### src/rtl/lcdq_pkg.sv
package lcdq_pkg;

    typedef enum logic [1:0] {
        LVL_ZERO     = 2'b00,
        LVL_THIRD    = 2'b01,
        LVL_TWOTHIRD = 2'b10,
        LVL_FULL     = 2'b11
    } lvl_e;

    function automatic lvl_e bp_code(input logic active, input logic half);
        if (active) return half ? LVL_ZERO : LVL_FULL;
        else        return half ? LVL_TWOTHIRD : LVL_THIRD;
    endfunction

    function automatic lvl_e fp_code(input logic on, input logic half);
        if (on) return half ? LVL_FULL : LVL_ZERO;
        else    return half ? LVL_THIRD : LVL_TWOTHIRD;
    endfunction

endpackage

### src/rtl/lcdq_timebase.sv
module lcdq_timebase #(
    parameter int N_BP       = 4,
    parameter int HALF_TICKS = 125,
    localparam int SLOT_W    = (N_BP > 1) ? $clog2(N_BP) : 1,
    localparam int TICK_W    = (HALF_TICKS > 1) ? $clog2(HALF_TICKS) : 1
) (
    input  logic              clk,
    input  logic              rst_n,
    input  logic              osc_tick,
    output logic [SLOT_W-1:0] slot,
    output logic              half,
    output logic              step,
    output logic              frame_wrap
);
    localparam logic [TICK_W-1:0] TICK_LAST = TICK_W'(HALF_TICKS - 1);
    localparam logic [SLOT_W-1:0] SLOT_LAST = SLOT_W'(N_BP - 1);

    typedef struct packed {
        logic [TICK_W-1:0] tick;
        logic              half;
        logic [SLOT_W-1:0] slot;
    } tb_state_t;

    tb_state_t st_d, st_q;
    logic      step_c, wrap_c;

    always_comb begin
        st_d   = st_q;
        step_c = osc_tick && (st_q.tick == TICK_LAST);
        wrap_c = step_c && st_q.half && (st_q.slot == SLOT_LAST);
        if (osc_tick) begin
            if (step_c) begin
                st_d.tick = '0;
                st_d.half = ~st_q.half;
                if (st_q.half) begin
                    st_d.slot = (st_q.slot == SLOT_LAST) ? '0 : st_q.slot + 1'b1;
                end
            end else begin
                st_d.tick = st_q.tick + 1'b1;
            end
        end
    end

    always_ff @(posedge clk or negedge rst_n) begin
        if (!rst_n) st_q <= '0;
        else        st_q <= st_d;
    end

    assign slot       = st_q.slot;
    assign half       = st_q.half;
    assign step       = step_c;
    assign frame_wrap = wrap_c;

    assert_hold_without_tick_R2: assert property (@(posedge clk) disable iff (!rst_n)
        !osc_tick |=> ($stable(st_q.slot) && $stable(st_q.half) && $stable(st_q.tick)));

    assert_half_flips_on_step_R2: assert property (@(posedge clk) disable iff (!rst_n)
        step |=> (st_q.half != $past(st_q.half)));

    assert_slot_order_R3: assert property (@(posedge clk) disable iff (!rst_n)
        (step && st_q.half && st_q.slot != SLOT_LAST) |=> (st_q.slot == $past(st_q.slot) + 1'b1));

    assert_slot_wrap_R3: assert property (@(posedge clk) disable iff (!rst_n)
        frame_wrap |=> (st_q.slot == '0 && !st_q.half));

endmodule

### src/rtl/lcdq_level_gen.sv
module lcdq_level_gen
    import lcdq_pkg::*;
#(
    parameter int N_BP    = 4,
    parameter int N_FP    = 32,
    localparam int SLOT_W = (N_BP > 1) ? $clog2(N_BP) : 1,
    localparam int WORD_W = N_BP * N_FP
) (
    input  logic [SLOT_W-1:0]  slot,
    input  logic               half,
    input  logic [WORD_W-1:0]  shadow,
    output logic [2*N_BP-1:0]  bp_lvl,
    output logic [2*N_FP-1:0]  fp_lvl
);
    logic [N_FP-1:0] block;

    always_comb begin
        block = '0;
        for (int b = 0; b < N_BP; b++) begin
            if (slot == SLOT_W'(b)) block = shadow[b*N_FP +: N_FP];
        end
    end

    for (genvar gb = 0; gb < N_BP; gb++) begin : g_bp
        assign bp_lvl[2*gb +: 2] = bp_code(slot == SLOT_W'(gb), half);
    end

    for (genvar gf = 0; gf < N_FP; gf++) begin : g_fp
        assign fp_lvl[2*gf +: 2] = fp_code(block[gf], half);
    end

endmodule

### src/rtl/lcdq_drive_timer.sv
module lcdq_drive_timer #(
    parameter int HI_TICKS = 4,
    localparam int HI_W    = $clog2(HI_TICKS + 1)
) (
    input  logic clk,
    input  logic rst_n,
    input  logic osc_tick,
    input  logic step,
    output logic hi_drive
);
    logic [HI_W-1:0] cnt_d, cnt_q;

    always_comb begin
        cnt_d = cnt_q;
        if (step)                         cnt_d = HI_W'(HI_TICKS);
        else if (osc_tick && cnt_q != '0) cnt_d = cnt_q - 1'b1;
    end

    always_ff @(posedge clk or negedge rst_n) begin
        if (!rst_n) cnt_q <= '0;
        else        cnt_q <= cnt_d;
    end

    assign hi_drive = (cnt_q != '0);

    assert_hi_after_step_R7: assert property (@(posedge clk) disable iff (!rst_n)
        step |=> hi_drive);

    assert_hi_ends_on_tick_R7: assert property (@(posedge clk) disable iff (!rst_n)
        (hi_drive && !osc_tick) |=> hi_drive);

    assert_hi_rises_on_step_R7: assert property (@(posedge clk) disable iff (!rst_n)
        (!hi_drive && !step) |=> !hi_drive);

endmodule

### src/rtl/lcdq_seq.sv
module lcdq_seq
    import lcdq_pkg::*;
#(
    parameter int N_BP       = 4,
    parameter int N_FP       = 32,
    parameter int HALF_TICKS = 125,
    parameter int HI_TICKS   = 4,
    localparam int SLOT_W    = (N_BP > 1) ? $clog2(N_BP) : 1,
    localparam int WORD_W    = N_BP * N_FP
) (
    input  logic              clk,
    input  logic              rst_n,
    input  logic              osc_tick,
    input  logic [WORD_W-1:0] seg_word,
    output logic [2*N_BP-1:0] bp_lvl,
    output logic [2*N_FP-1:0] fp_lvl,
    output logic              hi_drive
);
    logic [SLOT_W-1:0] slot;
    logic              half, step, frame_wrap;
    logic [WORD_W-1:0] shadow_d, shadow_q;

    lcdq_timebase #(.N_BP(N_BP), .HALF_TICKS(HALF_TICKS)) i_timebase (
        .clk(clk), .rst_n(rst_n), .osc_tick(osc_tick),
        .slot(slot), .half(half), .step(step), .frame_wrap(frame_wrap)
    );

    always_comb begin
        shadow_d = shadow_q;
        if (frame_wrap) shadow_d = seg_word;
    end

    always_ff @(posedge clk or negedge rst_n) begin
        if (!rst_n) shadow_q <= '0;
        else        shadow_q <= shadow_d;
    end

    lcdq_level_gen #(.N_BP(N_BP), .N_FP(N_FP)) i_level_gen (
        .slot(slot), .half(half), .shadow(shadow_q),
        .bp_lvl(bp_lvl), .fp_lvl(fp_lvl)
    );

    lcdq_drive_timer #(.HI_TICKS(HI_TICKS)) i_drive_timer (
        .clk(clk), .rst_n(rst_n), .osc_tick(osc_tick),
        .step(step), .hi_drive(hi_drive)
    );

    logic [$clog2(N_BP+1)-1:0] outer_cnt;
    always_comb begin
        outer_cnt = '0;
        for (int b = 0; b < N_BP; b++) begin
            if (bp_lvl[2*b +: 2] == LVL_ZERO || bp_lvl[2*b +: 2] == LVL_FULL)
                outer_cnt = outer_cnt + 1'b1;
        end
    end

    assert_one_active_bp_R3: assert property (@(posedge clk) disable iff (!rst_n)
        outer_cnt == 1);

    assert_shadow_only_at_wrap_R6: assert property (@(posedge clk) disable iff (!rst_n)
        !frame_wrap |=> $stable(shadow_q));

    assert_bp_swing_R4: assert property (@(posedge clk) disable iff (!rst_n)
        (step && !half) |=> (bp_lvl != $past(bp_lvl)));

    assert_zero_dc_R8: assert property (@(posedge clk) disable iff (!rst_n)
        (step && !half) |=> (fp_lvl == ~$past(fp_lvl)));

endmodule

### config.mk
export PLATFORM = sky130hd
export DESIGN_NAME = lcdq_seq
export DESIGN_NICKNAME = d
export VERILOG_FILES = /design/src/rtl/lcdq_pkg.sv /design/src/rtl/lcdq_timebase.sv /design/src/rtl/lcdq_level_gen.sv /design/src/rtl/lcdq_drive_timer.sv /design/src/rtl/lcdq_seq.sv
export SDC_FILE = /design/constraint.sdc
export NUM_CORES = 1
export LEC_CHECK = 0
export BUFFER_PORTS_ARGS = -buffer_cell sky130_fd_sc_hd__buf_2
export CAP_MARGIN = 5
export CELL_PAD_IN_SITES_DETAIL_PLACEMENT = 1
export CELL_PAD_IN_SITES_GLOBAL_PLACEMENT = 1
export CORE_MARGIN = 2
export CORE_UTILIZATION = 38
export CTS_CLUSTER_DIAMETER = 200
export DETAILED_ROUTE_END_ITERATION = 10
export GPL_TIMING_DRIVEN = 0
export PLACE_DENSITY = 0.79
export SKIP_LAST_GASP = 1
export SLEW_MARGIN = 30
export SYNTH_ARGS = -nofsm -noshare
export SYNTH_HDL_FRONTEND = slang
export SYNTH_SLANG_ARGS = --single-unit
### constraint.sdc
create_clock -name clk -period 2 [get_ports clk]
set_input_delay 0.2 -clock clk [delete_from_list [all_inputs] [get_ports clk]]
set_output_delay 0.2 -clock clk [all_outputs]
set_load 0.03 [all_outputs]
# Word level (Yosys, flattened, before mapping)

Cells that the tools add are included.

Flip-flop bits (word level): 141
Output and inout port bits: 73
Word-level logic and storage cells: 70

Equal/unequal tests: 4
Muxes and demuxes: 48
Bitwise gates (word level): 1
Add/sub/neg operators: 3
Reductions and logical operators: 9

Operators by type and width:

| cell                                                | number |
|---|---|
| two-way mux 32 bit                                  | 4 |
| two-way mux 2 bit                                   | 41 |
| adder 7 x 1 -> 7 bit, second input constant         | 1 |
| equality test 7 bit, second input constant          | 1 |
| two-way mux 7 bit                                   | 1 |
| two-way mux 3 bit                                   | 2 |
| equality test 2 bit, second input constant          | 2 |
| logical AND 1 bit                                   | 4 |
| AND reduction 3 bit                                 | 1 |
| nonzero test 3 bit                                  | 1 |
| subtractor 3 x 1 -> 3 bit, second input constant    | 1 |
| adder 2 x 1 -> 2 bit, second input constant         | 1 |
| equality test 2 x 1 -> 1 bit, second input constant | 1 |
| zero test 2 bit                                     | 1 |
| AND reduction 2 bit                                 | 1 |
| nonzero test 2 bit                                  | 1 |
| inverter 1 bit                                      | 1 |

# Logic depth before layout (Yosys ltp)

Depth after elaboration: 6
Gate-level depth with buffers: 9
Mapped depth without buffers: 6

# Cells and area by module

A second synthesis with hierarchy kept.

Cells, all modules: 470
Area, all modules: 7104.3 µm²

By module, submodules not included:

| module           | area an instance (µm²) | cells an instance | instances |
|---|---|---|---|
| lcdq_seq         | 4822.1                 | 270               | 1 |
| lcdq_level_gen   | 1524.0                 | 129               | 1 |
| lcdq_timebase    | 570.5                  | 55                | 1 |
| lcdq_drive_timer | 187.7                  | 16                | 1 |

# Worst setup path before layout

No wires, ideal clock.

Path kind: reg-to-output
Start: register i_timebase.st_q, in the netlist i_timebase.slot[1]
End: output port fp_lvl[11]
Arrival: 1985 ps
Path buffers: 3
Slack: -185 ps
Stages on the path, launching flop included: 10
Cells stage by stage: dfrtp_1 inv_1 ha_1 clkbuf_1 nor2b_1 clkbuf_1 clkbuf_1 a22oi_1 a21oi_1 xnor2_1

Word-level cells in the longest chain between the ends: 6
Elaborated cells between the ends (all ways): 9
Classes of those cells: eq/ne (3); mux (5); reduce/logical (1)

Ends and longest elaborated chain:

| what                             | line                 | text |
|---|---|---|
| start: declaration               | lcdq_timebase.sv:24  | `tb_state_t st_d, st_q;` |
| start signal: assignment         | lcdq_timebase.sv:46  | `else st_q <= st_d;` |
| zero test 2 bit                  | lcdq_level_gen.sv:20 | `if (slot == SLOT_W'(b)) block = shadow[b*N_FP +: N_FP];` |
| two-way mux 32 bit (3 in series) | lcdq_level_gen.sv:20 |  |
| two-way mux 32 bit *             | lcdq_level_gen.sv:20 |  |
| two-way mux 2 bit *              | lcdq_pkg.sv:16       | `if (on) return half ? LVL_FULL : LVL_ZERO;` |
| end: declaration                 | lcdq_seq.sv:16       | `output logic [2*N_FP-1:0] fp_lvl,` |

Every way passes the cells marked *; elsewhere a longest branch is shown, timed or not.

# Final worst setup path

Start: register i_timebase.st_q, in the netlist i_timebase.slot[1]
End: output port fp_lvl[1]

The elaborated chain is that of the path after synthesis.

==> Implementation_results.wiki <==
{| class="wikitable"
! Metric !! Value
|-
| Run status || finished with violations
|-
| Tot Pwr || 7630 uW
|-
| Worst IR Drop VDD || 0.496 mV
|-
| Clock Sinks || 141
|-
| First-pass detailed-route iteration total || 4
|-
| Post-Place Setup Slack || -0.818 ns
|-
| Maximum number of buffers from clock root to sink || 2
|-
| Final core utilization || 58.1%
|-
| Setup crit start || i_timebase.slot[1]
|-
| Startpoint kind of the worst setup timing path || register
|-
| Area after DPL || 9050 um^2
|-
| Biggest cell delay along the critical path || 0.41 ns
|-
| Number of vias in the routed layout || 5548
|-
| DP Wirelength || 14.6 mm
|-
| Post-layout worst setup margin || -0.517 ns
|-
| Hold Crit Depth || 2
|-
| Fill count || 1902
|-
| Post-detailed-route count of antenna-violating nets || 0
|-
| Port Buffer Count || 202
|-
| Core Box Area || 19300 um^2
|-
| Arrival time reported for the critical path endpoint || 2.32 ns
|-
| Post-route standard cell area excluding fillers || 11200 um^2
|-
| Final Hold Viols || 0
|-
| Setup Crit Path Kind || register to output pin
|-
| Overall die width || 144 um
|-
| Clock latency on the worst-skew pair || 0.43 ns
|-
| Post-detailed-route DRC marker count || 0
|-
| Mapped Avg Cell Area || 13.6 um^2
|-
| Initial antenna violation count || 2
|-
| Critical register-to-register path startpoint || i_timebase.st_q[4]
|-
| Fraction of final layout cells with drive strength greater than 1 || 70.2%
|-
| Cell-by-cell trace of the critical path || inv_2, ha_4, clkbuf_16, nor2b_4, buf_8, buf_12, buf_4, a22oi_2, a21oi_2, xnor2_1, buf_4
|-
| Setup TNS Final || -15.36 ns
|-
| Max-slew violation count || 0
|-
| Mean number of vias per cell || 4.98
|-
| Clock tree from TritonCTS || yes
|-
| FF-to-FF path depth || 8
|-
| Buffer type at the clock tree root || sky130_fd_sc_hd__clkbuf_16
|-
| Post-CTS clock slew at the launch and capture registers of the worst setup and hold paths || 0.07 ns
|-
| Portion of the post-synthesis area used by sequential elements || 47.4%
|-
| Area growth from synthesis to layout || 50.9%
|-
| Global route overflow || 0
|-
| Master of the slowest instance on the critical path || sky130_fd_sc_hd__dfrtp_1
|-
| Logic depth of the worst path, buffers included || 11
|-
| Cells after synthesis || 545
|-
| Share of synthesized registers carrying an async set or reset || 100%
|-
| Mapped Area || 7440 um^2
|-
| Clock skew || 0.0119 ns
|-
| Routed wire per std cell || 20.9 um
|-
| Pin count of the biggest net entering global routing || 72
|-
| Cell seen most often among critical-path stages || sky130_fd_sc_hd__buf_4
|-
| Post-synth EDFFs || 0
|-
| Via count of the first global-routing pass || 6113
|-
| Tightest slew margin relative to the limit || 59.6%
|-
| Weighted congestion reported at the end of routability-driven placement || 0.751
|-
| Fmax || 0.397 GHz
|-
| Shortest period the worst path allows || 2.52 ns
|-
| Pin slew with the least headroom to its limit || 0.607 ns
|-
| Final net count || 980
|-
| Worst setup EP type || output pin
|-
| Max-cap violations || 0
|-
| Critical path fanouts, max || 5
|-
| Yosys warns || 0
|-
| Path category of the worst min-delay check || input port to register
|-
| Setup repair after global routing missed its margin || yes
|-
| Global-route usage over all layers || 22.4%
|-
| Number of design-rule violations left by the first detailed-router iteration || 178
|-
| Number of buffers created by CTS || 17
|-
| Cell class contributing the biggest share of worst-path delay || buffers and inverters
|-
| Hold Startpoint || seg_word[121]
|-
| Buf/Inv on CP || 6
|-
| P per Cell Area || 679 nW/um^2
|-
| Die height || 144 um
|-
| Final period utilization || 126%
|-
| Violated checks || setup timing
|-
| Critical path required time || 1.80 ns
|-
| First-pass GRT wire length || 34.5 mm
|-
| Commonest register cell after synthesis || sky130_fd_sc_hd__dfrtp_1
|-
| Number of nets produced by synthesis || 692
|-
| Num ports || 204
|-
| Pleak || 0.00575 uW
|-
| Die outline area || 20700 um^2
|-
| Row count || 51
|-
| Post-synthesis sequential element count || 141
|-
| Initial Utilization || 38.5%
|-
| Total number of H-tree levels || 4
|-
| Setup violation total in the final timing report || 38
|-
| Post-synthesis cell type count || 36
|-
| Total detailed-routing wirelength || 23.3 mm
|}
## sequential cells by signal, indices dropped and copies added, names as in the netlist
signal and cells:
shadow_q 128, i_timebase.st_q 7, i_drive_timer.cnt_q 3, i_timebase.slot 2
i_timebase.half 1
## logic make-up (layout without fill, tap and decap cells)
family          after synthesis  after routing  share of synthesized area [%]
compound gates              106            106                           8.90
xor+xnor                     37             37                           4.36
fa+ha+maj                    16             16                           2.69
buf+inv                      81            382                           8.41
flops                       141            141                           47.4
mux                         129            129                           25.6
other cells                   0              2                              0
simple gates                 35             35                           2.62
## layout make-up
cell class / instances / area (um^2) / area share [%]
inverter: 12 / 63.8 / 0.568
clock buffer: 19 / 443 / 3.95
antenna: 2 / 5.00 / 0.0446
sequential: 141 / 3530 / 31.5
timing repair buffer: 270 / 1930 / 17.2
clock inverter: 13 / 179 / 1.59
buffer: 68 / 781 / 6.95
tap: 265 / 332 / 2.95
multi-input combinational: 323 / 3960 / 35.3
## cell usage in the layout (no fill, tap or decap), drive strengths merged, types with 17 or more instances in the layout
cell type,count
dlygate4sd3,35
o22ai,31
a22oi,32
dfrtp,141
mux2,128
inv,17
xnor2,35
buf,289
clkbuf,33
a21oi,32
## Yosys cell counts (2+ instances only)
library cell               number  share of area (%)
sky130_fd_sc_hd__xor2_1         2               0.24
sky130_fd_sc_hd__nand2b_1       2               0.17
sky130_fd_sc_hd__o22ai_1       31                2.6
sky130_fd_sc_hd__a22oi_1       32                3.2
sky130_fd_sc_hd__buf_6          3               0.45
sky130_fd_sc_hd__nor2_1         5               0.25
sky130_fd_sc_hd__buf_12        10                2.7
sky130_fd_sc_hd__inv_1         11               0.56
sky130_fd_sc_hd__a21oi_1       32                2.2
sky130_fd_sc_hd__nand3_1        5               0.34
sky130_fd_sc_hd__o21ai_0        6               0.40
sky130_fd_sc_hd__clkbuf_1      21                1.1
sky130_fd_sc_hd__nor2b_1        2               0.17
sky130_fd_sc_hd__mux2_4       120                 24
sky130_fd_sc_hd__or2_2          5               0.42
sky130_fd_sc_hd__nand2_1        8               0.40
sky130_fd_sc_hd__buf_4         33                3.3
sky130_fd_sc_hd__mux2_2         8                1.2
sky130_fd_sc_hd__o31ai_1        3               0.30
sky130_fd_sc_hd__xnor2_1       35                4.1
sky130_fd_sc_hd__dfrtp_1      141                 47
sky130_fd_sc_hd__ha_1          16                2.7
## power breakdown
part	total [uW]	internal (uW)	switching (uW)
Combinational	1170	561	609
Clock	3400	2030	1370
Sequential	3060	2970	92.2
## through the flow
| stage | std cells | hold WS, ns |
|---|---|---|
| final | 1113 | 0.00482 |
| after global placement | 1012 | 0.432 |
| after CTS | 1100 | 0.000157 |
| after global routing | 1113 | -0.00450 |
| after floorplan | 545 | -0.0956 |
| after detailed placement | 1013 | 0.215 |
## layer usage
| layer | GRT usage [%] | vias up | part of all wire (%) |
|---|---|---|---|
| met5 | 0 | - | 0 |
| met4 | 6.86 | 0 | 1.9 |
| met3 | 4.70 | 33 | 5.3 |
| met2 | 39.9 | 197 | 52 |
| met1 | 27.1 | 2825 | 41 |
| li1 | - | 2493 | - |
## worst register-to-register path, stage by stage (launching register included)
cell	delay (ns)
sky130_fd_sc_hd__dfrtp_1	0.40
sky130_fd_sc_hd__inv_1	0.09
sky130_fd_sc_hd__ha_1	0.15
sky130_fd_sc_hd__and4_4	0.24
sky130_fd_sc_hd__and3_4	0.22
sky130_fd_sc_hd__nand2_4	0.07
sky130_fd_sc_hd__buf_12	0.17
sky130_fd_sc_hd__buf_12	0.18
sky130_fd_sc_hd__mux2_4	0.31
## what timing repair did
item | CTS | global route
pin swaps | 43 | 28
hold endpoints to repair | 99 | 5
endpoints found under the setup margin | 168 | 169
hold buffers | 30 | 5
resized for setup | 196 | 62
buffers inserted | 23 | 8
gates cloned | 3 | 0
## final timing paths
kind | to | slack [ns]
setup reg to reg | shadow_q[126] | 0.05
hold / removal | shadow_q[121] | 0.005
setup / recovery | fp_lvl[1] | -0.52
min in group asynchronous | shadow_q[71] | 0.33
max in group asynchronous | shadow_q[50] | 0.91
hold reg to reg | i_timebase.st_q[9] | 0.49
Power figures use the tool's default switching activity.
